<file path="src/rtl/pport_pkg.sv">
package pport_pkg;
  localparam int unsigned AW = 2;

  localparam logic [AW-1:0] A_CTRL  = 2'd0;
  localparam logic [AW-1:0] A_LATCH = 2'd1;
  localparam logic [AW-1:0] A_AUX   = 2'd2;
  localparam logic [AW-1:0] A_DIR   = 2'd3;

  localparam int unsigned C_POL   = 0;
  localparam int unsigned C_RISE  = 1;
  localparam int unsigned C_PULSE = 2;
  localparam int unsigned C_OUT   = 3;
  localparam int unsigned C_HS    = 4;
  localparam int unsigned C_IEN   = 6;
  localparam int unsigned C_FLAG  = 7;

  typedef enum logic [1:0] {
    M_SIMPLE = 2'd0,
    M_HS_IN  = 2'd1,
    M_HS_OUT = 2'd2
  } mode_e;

  function automatic mode_e mode_of(input logic hs, input logic out_dir);
    if (!hs)         return M_SIMPLE;
    else if (out_dir) return M_HS_OUT;
    else              return M_HS_IN;
  endfunction

  function automatic logic drive_level(input logic act, input logic pol);
    return pol ? act : ~act;
  endfunction

  function automatic logic edge_hit(input logic now_v, input logic prev_v,
                                    input logic rise_sel);
    return rise_sel ? (now_v & ~prev_v) : (~now_v & prev_v);
  endfunction
endpackage

</file>
<file path="src/rtl/pport_edge_sync.sv">
module pport_edge_sync #(
  parameter int unsigned STAGES = 2
) (
  input  logic clk,
  input  logic rst_n,
  input  logic pin,
  input  logic rise_sel,
  output logic evt
);
  import pport_pkg::*;

  logic [STAGES-1:0] chain;
  logic              prev_q;

  generate
    for (genvar g = 0; g < STAGES; g++) begin : g_stage
      if (g == 0) begin : g_first
        always_ff @(posedge clk or negedge rst_n)
          if (!rst_n) chain[g] <= 1'b0;
          else        chain[g] <= pin;
      end else begin : g_next
        always_ff @(posedge clk or negedge rst_n)
          if (!rst_n) chain[g] <= 1'b0;
          else        chain[g] <= chain[g-1];
      end
    end
  endgenerate

  always_ff @(posedge clk or negedge rst_n)
    if (!rst_n) prev_q <= 1'b0;
    else        prev_q <= chain[STAGES-1];

  assign evt = edge_hit(chain[STAGES-1], prev_q, rise_sel);

  // one accepted edge per transition unless the edge selection changed
  assert_single_edge_R2: assert property (@(posedge clk) disable iff (!rst_n)
    evt |=> (!evt || (rise_sel != $past(rise_sel))));
endmodule

</file>
<file path="src/rtl/pport_strobe_gen.sv">
module pport_strobe_gen #(
  parameter int unsigned PULSE_CYCLES = 2
) (
  input  logic clk,
  input  logic rst_n,
  input  logic trig,
  input  logic hold_sel,
  input  logic hold_val,
  input  logic pol,
  output logic strb,
  output logic pulse_on
);
  import pport_pkg::*;

  localparam int unsigned CNT_W = $clog2(PULSE_CYCLES + 1);

  logic [CNT_W-1:0] cnt_q;
  logic [CNT_W-1:0] run_q;
  logic             act;

  always_ff @(posedge clk or negedge rst_n)
    if (!rst_n)            cnt_q <= '0;
    else if (trig)         cnt_q <= CNT_W'(PULSE_CYCLES);
    else if (cnt_q != '0)  cnt_q <= cnt_q - 1'b1;

  assign pulse_on = (cnt_q != '0);
  assign act      = hold_sel ? hold_val : pulse_on;
  assign strb     = drive_level(act, pol);

  // run length of the current pulse, for the width check only
  always_ff @(posedge clk or negedge rst_n)
    if (!rst_n)        run_q <= '0;
    else if (trig)     run_q <= '0;
    else if (pulse_on) run_q <= run_q + 1'b1;

  assert_pulse_width_R6: assert property (@(posedge clk) disable iff (!rst_n)
    $fell(pulse_on) |-> (run_q == CNT_W'(PULSE_CYCLES)));
endmodule

</file>
<file path="src/rtl/pport_flag_ctrl.sv">
module pport_flag_ctrl (
  input  logic clk,
  input  logic rst_n,
  input  logic set_evt,
  input  logic rd_status,
  input  logic rd_data,
  input  logic ien,
  output logic flag,
  output logic irq
);
  logic armed_q;

  always_ff @(posedge clk or negedge rst_n)
    if (!rst_n)         armed_q <= 1'b0;
    else if (rd_status) armed_q <= flag;
    else if (rd_data)   armed_q <= 1'b0;

  always_ff @(posedge clk or negedge rst_n)
    if (!rst_n)                  flag <= 1'b0;
    else if (set_evt)            flag <= 1'b1;
    else if (rd_data && armed_q) flag <= 1'b0;

  assign irq = flag & ien;

  assert_flag_set_R2: assert property (@(posedge clk) disable iff (!rst_n)
    $rose(flag) |-> $past(set_evt));
  assert_flag_clear_R5: assert property (@(posedge clk) disable iff (!rst_n)
    $fell(flag) |-> ($past(rd_data) && !$past(set_evt)));
endmodule

</file>
<file path="src/rtl/pport_top.sv">
module pport_top #(
  parameter int unsigned DW           = 8,
  parameter int unsigned SYNC_STAGES  = 2,
  parameter int unsigned PULSE_CYCLES = 2
) (
  input  logic                   clk,
  input  logic                   rst_n,
  input  logic [pport_pkg::AW-1:0] bus_addr,
  input  logic                   bus_wr,
  input  logic                   bus_rd,
  input  logic [DW-1:0]          bus_wdata,
  output logic [DW-1:0]          bus_rdata,
  input  logic [DW-1:0]          dio_in,
  output logic [DW-1:0]          dio_out,
  output logic [DW-1:0]          dio_oe,
  output logic [DW-1:0]          aux_out,
  input  logic                   stb_in,
  output logic                   stb_out,
  output logic                   irq
);
  import pport_pkg::*;

  localparam int unsigned CW = 7;

  logic [CW-1:0] ctrl_q;
  logic [DW-1:0] latch_q, aux_q, dir_q;
  logic          ready_q, busy_q;
  logic          flag;
  logic          stb_evt;
  logic          pulse_on;
  mode_e         mode;
  logic          pulsed;

  // decoded bus events
  logic rd_ctrl, rd_latch, wr_ctrl, wr_latch, wr_aux, wr_dir;
  assign rd_ctrl  = bus_rd && (bus_addr == A_CTRL);
  assign rd_latch = bus_rd && (bus_addr == A_LATCH);
  assign wr_ctrl  = bus_wr && (bus_addr == A_CTRL);
  assign wr_latch = bus_wr && (bus_addr == A_LATCH);
  assign wr_aux   = bus_wr && (bus_addr == A_AUX);
  assign wr_dir   = bus_wr && (bus_addr == A_DIR);

  assign mode   = mode_of(ctrl_q[C_HS], ctrl_q[C_OUT]);
  assign pulsed = ctrl_q[C_PULSE];

  // internal events, named for the checks
  logic cap_evt, out_load, pulse_trig, hold_sel, hold_val;
  assign cap_evt    = stb_evt && (mode != M_HS_OUT);
  assign out_load   = wr_latch && (mode == M_HS_OUT);
  assign pulse_trig = ((mode == M_SIMPLE) && wr_aux)
                    || ((mode == M_HS_IN)  && pulsed && rd_latch)
                    || ((mode == M_HS_OUT) && pulsed && wr_latch);
  assign hold_sel   = (mode != M_SIMPLE) && !pulsed;
  assign hold_val   = (mode == M_HS_OUT) ? busy_q : ready_q;

  pport_edge_sync #(.STAGES(SYNC_STAGES)) i_sync (
    .clk      (clk),
    .rst_n    (rst_n),
    .pin      (stb_in),
    .rise_sel (ctrl_q[C_RISE]),
    .evt      (stb_evt)
  );

  pport_flag_ctrl i_flag (
    .clk       (clk),
    .rst_n     (rst_n),
    .set_evt   (stb_evt),
    .rd_status (rd_ctrl),
    .rd_data   (rd_latch),
    .ien       (ctrl_q[C_IEN]),
    .flag      (flag),
    .irq       (irq)
  );

  pport_strobe_gen #(.PULSE_CYCLES(PULSE_CYCLES)) i_strobe (
    .clk      (clk),
    .rst_n    (rst_n),
    .trig     (pulse_trig),
    .hold_sel (hold_sel),
    .hold_val (hold_val),
    .pol      (ctrl_q[C_POL]),
    .strb     (stb_out),
    .pulse_on (pulse_on)
  );

  always_ff @(posedge clk or negedge rst_n)
    if (!rst_n) begin
      ctrl_q <= '0;
      aux_q  <= '0;
      dir_q  <= '0;
    end else begin
      if (wr_ctrl) ctrl_q <= bus_wdata[CW-1:0];
      if (wr_aux)  aux_q  <= bus_wdata;
      if (wr_dir)  dir_q  <= bus_wdata;
    end

  always_ff @(posedge clk or negedge rst_n)
    if (!rst_n)        latch_q <= '0;
    else if (cap_evt)  latch_q <= dio_in;
    else if (out_load) latch_q <= bus_wdata;

  always_ff @(posedge clk or negedge rst_n)
    if (!rst_n)                                        ready_q <= 1'b1;
    else if (stb_evt && (mode == M_HS_IN) && !pulsed)  ready_q <= 1'b0;
    else if (rd_latch)                                 ready_q <= 1'b1;

  always_ff @(posedge clk or negedge rst_n)
    if (!rst_n)                   busy_q <= 1'b0;
    else if (out_load && !pulsed) busy_q <= 1'b1;
    else if (stb_evt)             busy_q <= 1'b0;

  always_comb begin
    bus_rdata = '0;
    unique case (bus_addr)
      A_CTRL:  begin
        bus_rdata[CW-1:0] = ctrl_q;
        bus_rdata[C_FLAG] = flag;
      end
      A_LATCH: bus_rdata = latch_q;
      A_AUX:   bus_rdata = aux_q;
      default: bus_rdata = dir_q;
    endcase
  end

  assign dio_out = latch_q;
  assign dio_oe  = dir_q;
  assign aux_out = aux_q;

  // ready returns only through a capture-register read
  assert_ready_return_R9: assert property (@(posedge clk) disable iff (!rst_n)
    $rose(ready_q) |-> $past(rd_latch));
  // output strobe level released only by an accepted edge
  assert_busy_release_R11: assert property (@(posedge clk) disable iff (!rst_n)
    $fell(busy_q) |-> $past(stb_evt));
  // pins driven only from written data or captured input
  assert_latch_source_R12: assert property (@(posedge clk) disable iff (!rst_n)
    !$stable(latch_q) |-> ($past(cap_evt) || $past(out_load)));
endmodule

</file>
<file path="config.mk">
export PLATFORM = sky130hd
export DESIGN_NAME = pport_top
export DESIGN_NICKNAME = d
export VERILOG_FILES = /design/src/rtl/pport_pkg.sv /design/src/rtl/pport_edge_sync.sv /design/src/rtl/pport_strobe_gen.sv /design/src/rtl/pport_flag_ctrl.sv /design/src/rtl/pport_top.sv
export SDC_FILE = /design/constraint.sdc
export NUM_CORES = 1
export LEC_CHECK = 0
export CELL_PAD_IN_SITES_DETAIL_PLACEMENT = 1
export CELL_PAD_IN_SITES_GLOBAL_PLACEMENT = 1
export CORE_MARGIN = 2
export CORE_UTILIZATION = 34
export DETAILED_ROUTE_END_ITERATION = 6
export GPL_TIMING_DRIVEN = 0
export PLACE_DENSITY_LB_ADDON = 0.1
export SLEW_MARGIN = 5
export SYNTH_ARGS = -nofsm -noshare
export SYNTH_HDL_FRONTEND = slang
export SYNTH_SLANG_ARGS = --single-unit
</file>
<file path="constraint.sdc">
create_clock -name clk -period 1.35 [get_ports clk]
set_clock_uncertainty 0.05 [all_clocks]
set_input_delay 0.2025 -clock clk [delete_from_list [all_inputs] [get_ports clk]]
set_output_delay 0.2025 -clock clk [all_outputs]
set_load 0.01 [all_outputs]
</file>
==> out/results.txt, run 1 <==
The flow ran to the end, but the final reports show violations. The checks that failed: negative setup slack. The floorplan step defined a die boundary enclosing 6606 sq um.

The flip-flop cell with the highest count after synthesis was sky130_fd_sc_hd__dfrtp_1. CTS placed an instance of sky130_fd_sc_hd__clkbuf_8 at the clock tree root. The fraction of final layout cells with drive strength greater than 1 came out at 0.5120. Number of max-cap violations: 0. The transition time at the pin with the least slew margin was 0.5457 ns. The routed wire length is 6814 microns, and the number of synthesized flops with an enable pin is 0.

Summed negative setup slack over all endpoints: -4.219 ns. The tools report the number of DRC markers in iteration 0 as 59. The count of different cell masters after synthesis was 36. For the worst IR drop on VDD, the log shows 622.6 uV. The post-synthesis share of cell area spent on full adders, half adders and majority gates is 0.006161, and the async set or reset register ratio after synthesis is 1.000. The final critical-path required period came out at 1.728 ns. The met1 wire length was 2810 microns; the starting density of the core was 0.3471.

Synthesis handed over a netlist of 151 instances. The tools report the final critical-path setup slack as -0.3778 ns. After synthesis the cells add up to 2031 sq um. The number of antenna cells inserted was 0.

The run gives 0 as the DRC violation count after routing. The library cells used most frequently in the layout, excluding fill and tap cells, are sky130_fd_sc_hd__dfrtp_1 (35), sky130_fd_sc_hd__buf_4 (30), sky130_fd_sc_hd__mux2_2 (22). Entering global routing, the biggest net connects 22 pins. For the depth of the CTS H-tree, the log shows 2.

The total area inside the core boundary comes to 5851 sq um. The tools report the element type at the critical path end as an output port. The synthesized design contains 40 register bits. The final weighted congestion of routability-driven global placement was 0.7527; the maximum frequency from static timing analysis was 578.8 MHz.

The largest total area in the synthesized netlist belongs to sky130_fd_sc_hd__dfrtp_1. Wire length per cell after detailed routing: 20.97 microns. STA classifies the critical path startpoint as a flop. Summed over all nets, the half-perimeter wirelength after detailed placement is 3947 microns. Overall power consumption after layout is estimated at 4.660 mW. Detailed route wirelength on metal2: 3552 microns. TritonCTS built the clock tree. For the worst setup path, the data required time is 1.10 ns.

The dominant combinational cell family by area after synthesis is multiplexers. Yosys printed 0 warnings. The run gives 0.6362 as the relative slew slack. Dividing the synthesized area by the synthesized cell count gives 13.45 sq um.

Compound-gate portion of the synthesized area: 0.1263. The final count of negative-setup-slack endpoints was 22; the first-pass GRT wire length was 10060 microns. The count of input and output buffers was 54.

Final hold analysis gives a worst-case slack of 0.2624 ns. From left edge to right edge, the die measures 81.28 microns. By startpoint and endpoint, the worst setup path is classified as reg -> out.

The final number of hold-violating endpoints was 0; the area occupied by registers was 1007 sq um. The sequential area share after synthesis is 0.4935. Fill cells in the final layout number 604.

The xor/xnor share of the synthesized area was 0.008626; the clock sink total was 40. Summed over all layers, the global routing overflow is 0. Data on the critical path arrives at its endpoint at 1.48 ns. The worst-case clock buffer depth was 2.

In the detailed route, the total length drawn on met3 is 338 microns. Pin placement for this block handled 57 I/O pins. Row generation in the floorplan step produced 28 rows. The highest layer touched by signal routing is met4.

The simple-gate share of the synthesized area is 0.08010. Final antenna-violating net count: 0. The logs give 5 for the number of buffers created by CTS and 175 for the number of nets produced by synthesis. At the end of the flow, the number of nets in the layout was 273.

The via density per instance was 5.234; the fraction of synthesized cell area taken by the top area cell type was 0.4806. The area growth from synthesis to layout is 60.63%. The portion of netlist area occupied by mux cells is 0.2274.

Clock latency on the worst-skew pair, taken at its later pin, is 0.29 ns. The classification of the worst-slack hold path is in -> reg. The share of the clock period used by the worst path after layout is 1.280, and the total vias in the final route is 1701. Of all nets on the critical path, the largest fanout is 4. The number of antenna violations at the first check in global routing is 0.

The most frequent standard cell in the layout excluding fill and tap cells was sky130_fd_sc_hd__dfrtp_1. The number of max-slew violations in the final report came out at 0. By area the synthesized netlist is led by sky130_fd_sc_hd__dfrtp_1 (48%), sky130_fd_sc_hd__mux2_2 (12%), sky130_fd_sc_hd__mux4_2 (7.8%), sky130_fd_sc_hd__o311ai_2 (6.4%), sky130_fd_sc_hd__o211ai_1 (3.0%). Summed over all cells, the static leakage comes to 1.425 nW. The via count of the first global-routing pass was 1814. Clock-pin slew was measured on the worst setup and hold paths at 0.08 ns.

The first detailed-routing pass took 4 iterations. Setup repair after global routing could not meet its margin everywhere. Power spread over the standard cell area amounts to 1429 nW/um^2.

Summing all multi-input logic gate instances after layout gives 1064 sq um. The run gives 0.2102 as the overall routing resource usage. The vertical die dimension works out to 81.28 microns.
worst max-delay path, cell delays in order (launching register included):
cell and delay [ns]:
sky130_fd_sc_hd__dfrtp_2 0.45, sky130_fd_sc_hd__nor2b_4 0.15, sky130_fd_sc_hd__mux2i_2 0.28, sky130_fd_sc_hd__xnor2_1 0.14, sky130_fd_sc_hd__buf_2 0.15
sequential cells by signal (all words and copies together), names as in the netlist:
register	flops
ready_q	1
aux_out	8
i_sync.chain	2
dio_out	8
busy_q	1
i_sync.prev_q	1
ctrl_q	7
dio_oe	8
i_flag.armed_q	1
i_flag.flag	1
i_strobe.cnt_q	2
Yosys cell counts, types with 3 or more instances:
cell and number:
sky130_fd_sc_hd__mux2_2 22, sky130_fd_sc_hd__inv_1 14, sky130_fd_sc_hd__o211ai_1 8, sky130_fd_sc_hd__mux2i_1 3, sky130_fd_sc_hd__buf_4 3, sky130_fd_sc_hd__dfrtp_1 39
sky130_fd_sc_hd__o311ai_2 8, sky130_fd_sc_hd__buf_2 3, sky130_fd_sc_hd__mux4_2 7, sky130_fd_sc_hd__nand3_1 10, sky130_fd_sc_hd__nand2_1 3
layout make-up:
cell class | instances | area share
Sequential cell | 40 | 0.3088
Clock buffer | 6 | 0.02532
Buffer | 5 | 0.01304
Timing Repair Buffer | 94 | 0.2789
Inverter | 14 | 0.01611
Multi-Input combinational cell | 89 | 0.3260
Tap cell | 75 | 0.02877
Clock inverter | 2 | 0.003069
what timing repair did:
action                     4_1_cts  5_1_grt
gates cloned                     2        0
hold endpoints to repair        20        0
hold buffers                     1        0
setup buffers                   27       12
setup endpoints to repair       70       32
gates resized for setup        104       26
pin swaps                        7       10
power breakdown:
part           leakage [nW]  switching [mW]  internal, mW
Combinational         0.902           0.879          1.24
Clock                0.0510           0.434         0.408
Sequential            0.472           0.207          1.49
logic make-up after synthesis:
family                   Yosys count
flip-flops                        40
AND/OR/NAND/NOR                   26
multiplexers                      33
AO/OA/AOI/OAI                     26
adder cells (fa/ha/maj)            1
XOR/XNOR                           2
buffers and inverters             23
routing by layer:
metal / GRT usage / up-vias
li1: - / 759
met1: 0.2741 / 876
met2: 0.3598 / 54
met3: 0.04000 / 12
met4: 0.05085 / 0
met5: 0 / -
metrics by stage:
| step | cell area, sq um | instances | setup slack [ns] | utilization |
|---|---|---|---|---|
| floorplan | 2041 | 151 | -0.04656 | - |
| global placement | 2675 | 280 | -1.053 | 0.4572 |
| detailed placement | 2698 | 281 | -0.8194 | 0.4611 |
| CTS | 3080 | 316 | -0.3819 | 0.5265 |
| global route | 3262 | 325 | -0.4058 | 0.5575 |
| finish | 3262 | 325 | -0.3778 | 0.5575 |
final timing paths:
path                       cells after the start       startpoint  slack (ns)               to
setup / recovery                               4        ctrl_q[2]       -0.38          stb_out
hold / removal                                 4      bus_addr[1]        0.26          ready_q
setup reg to reg                               5        ctrl_q[4]       -0.25       dio_out[1]
hold reg to reg                                0  i_sync.chain[0]        0.30  i_sync.chain[1]
max in group asynchronous                      3            rst_n        0.31          ready_q
min in group asynchronous                      2            rst_n        0.37        dio_oe[4]
No activity file was read; power rests on OpenSTA's default activity.
==> run 2: changes to the inputs <==
Settings changed: CTS_CLUSTER_DIAMETER set to 40.
==> results of run 2 <==
No change in the layout: final DEF, timing and power equal those of run 1.
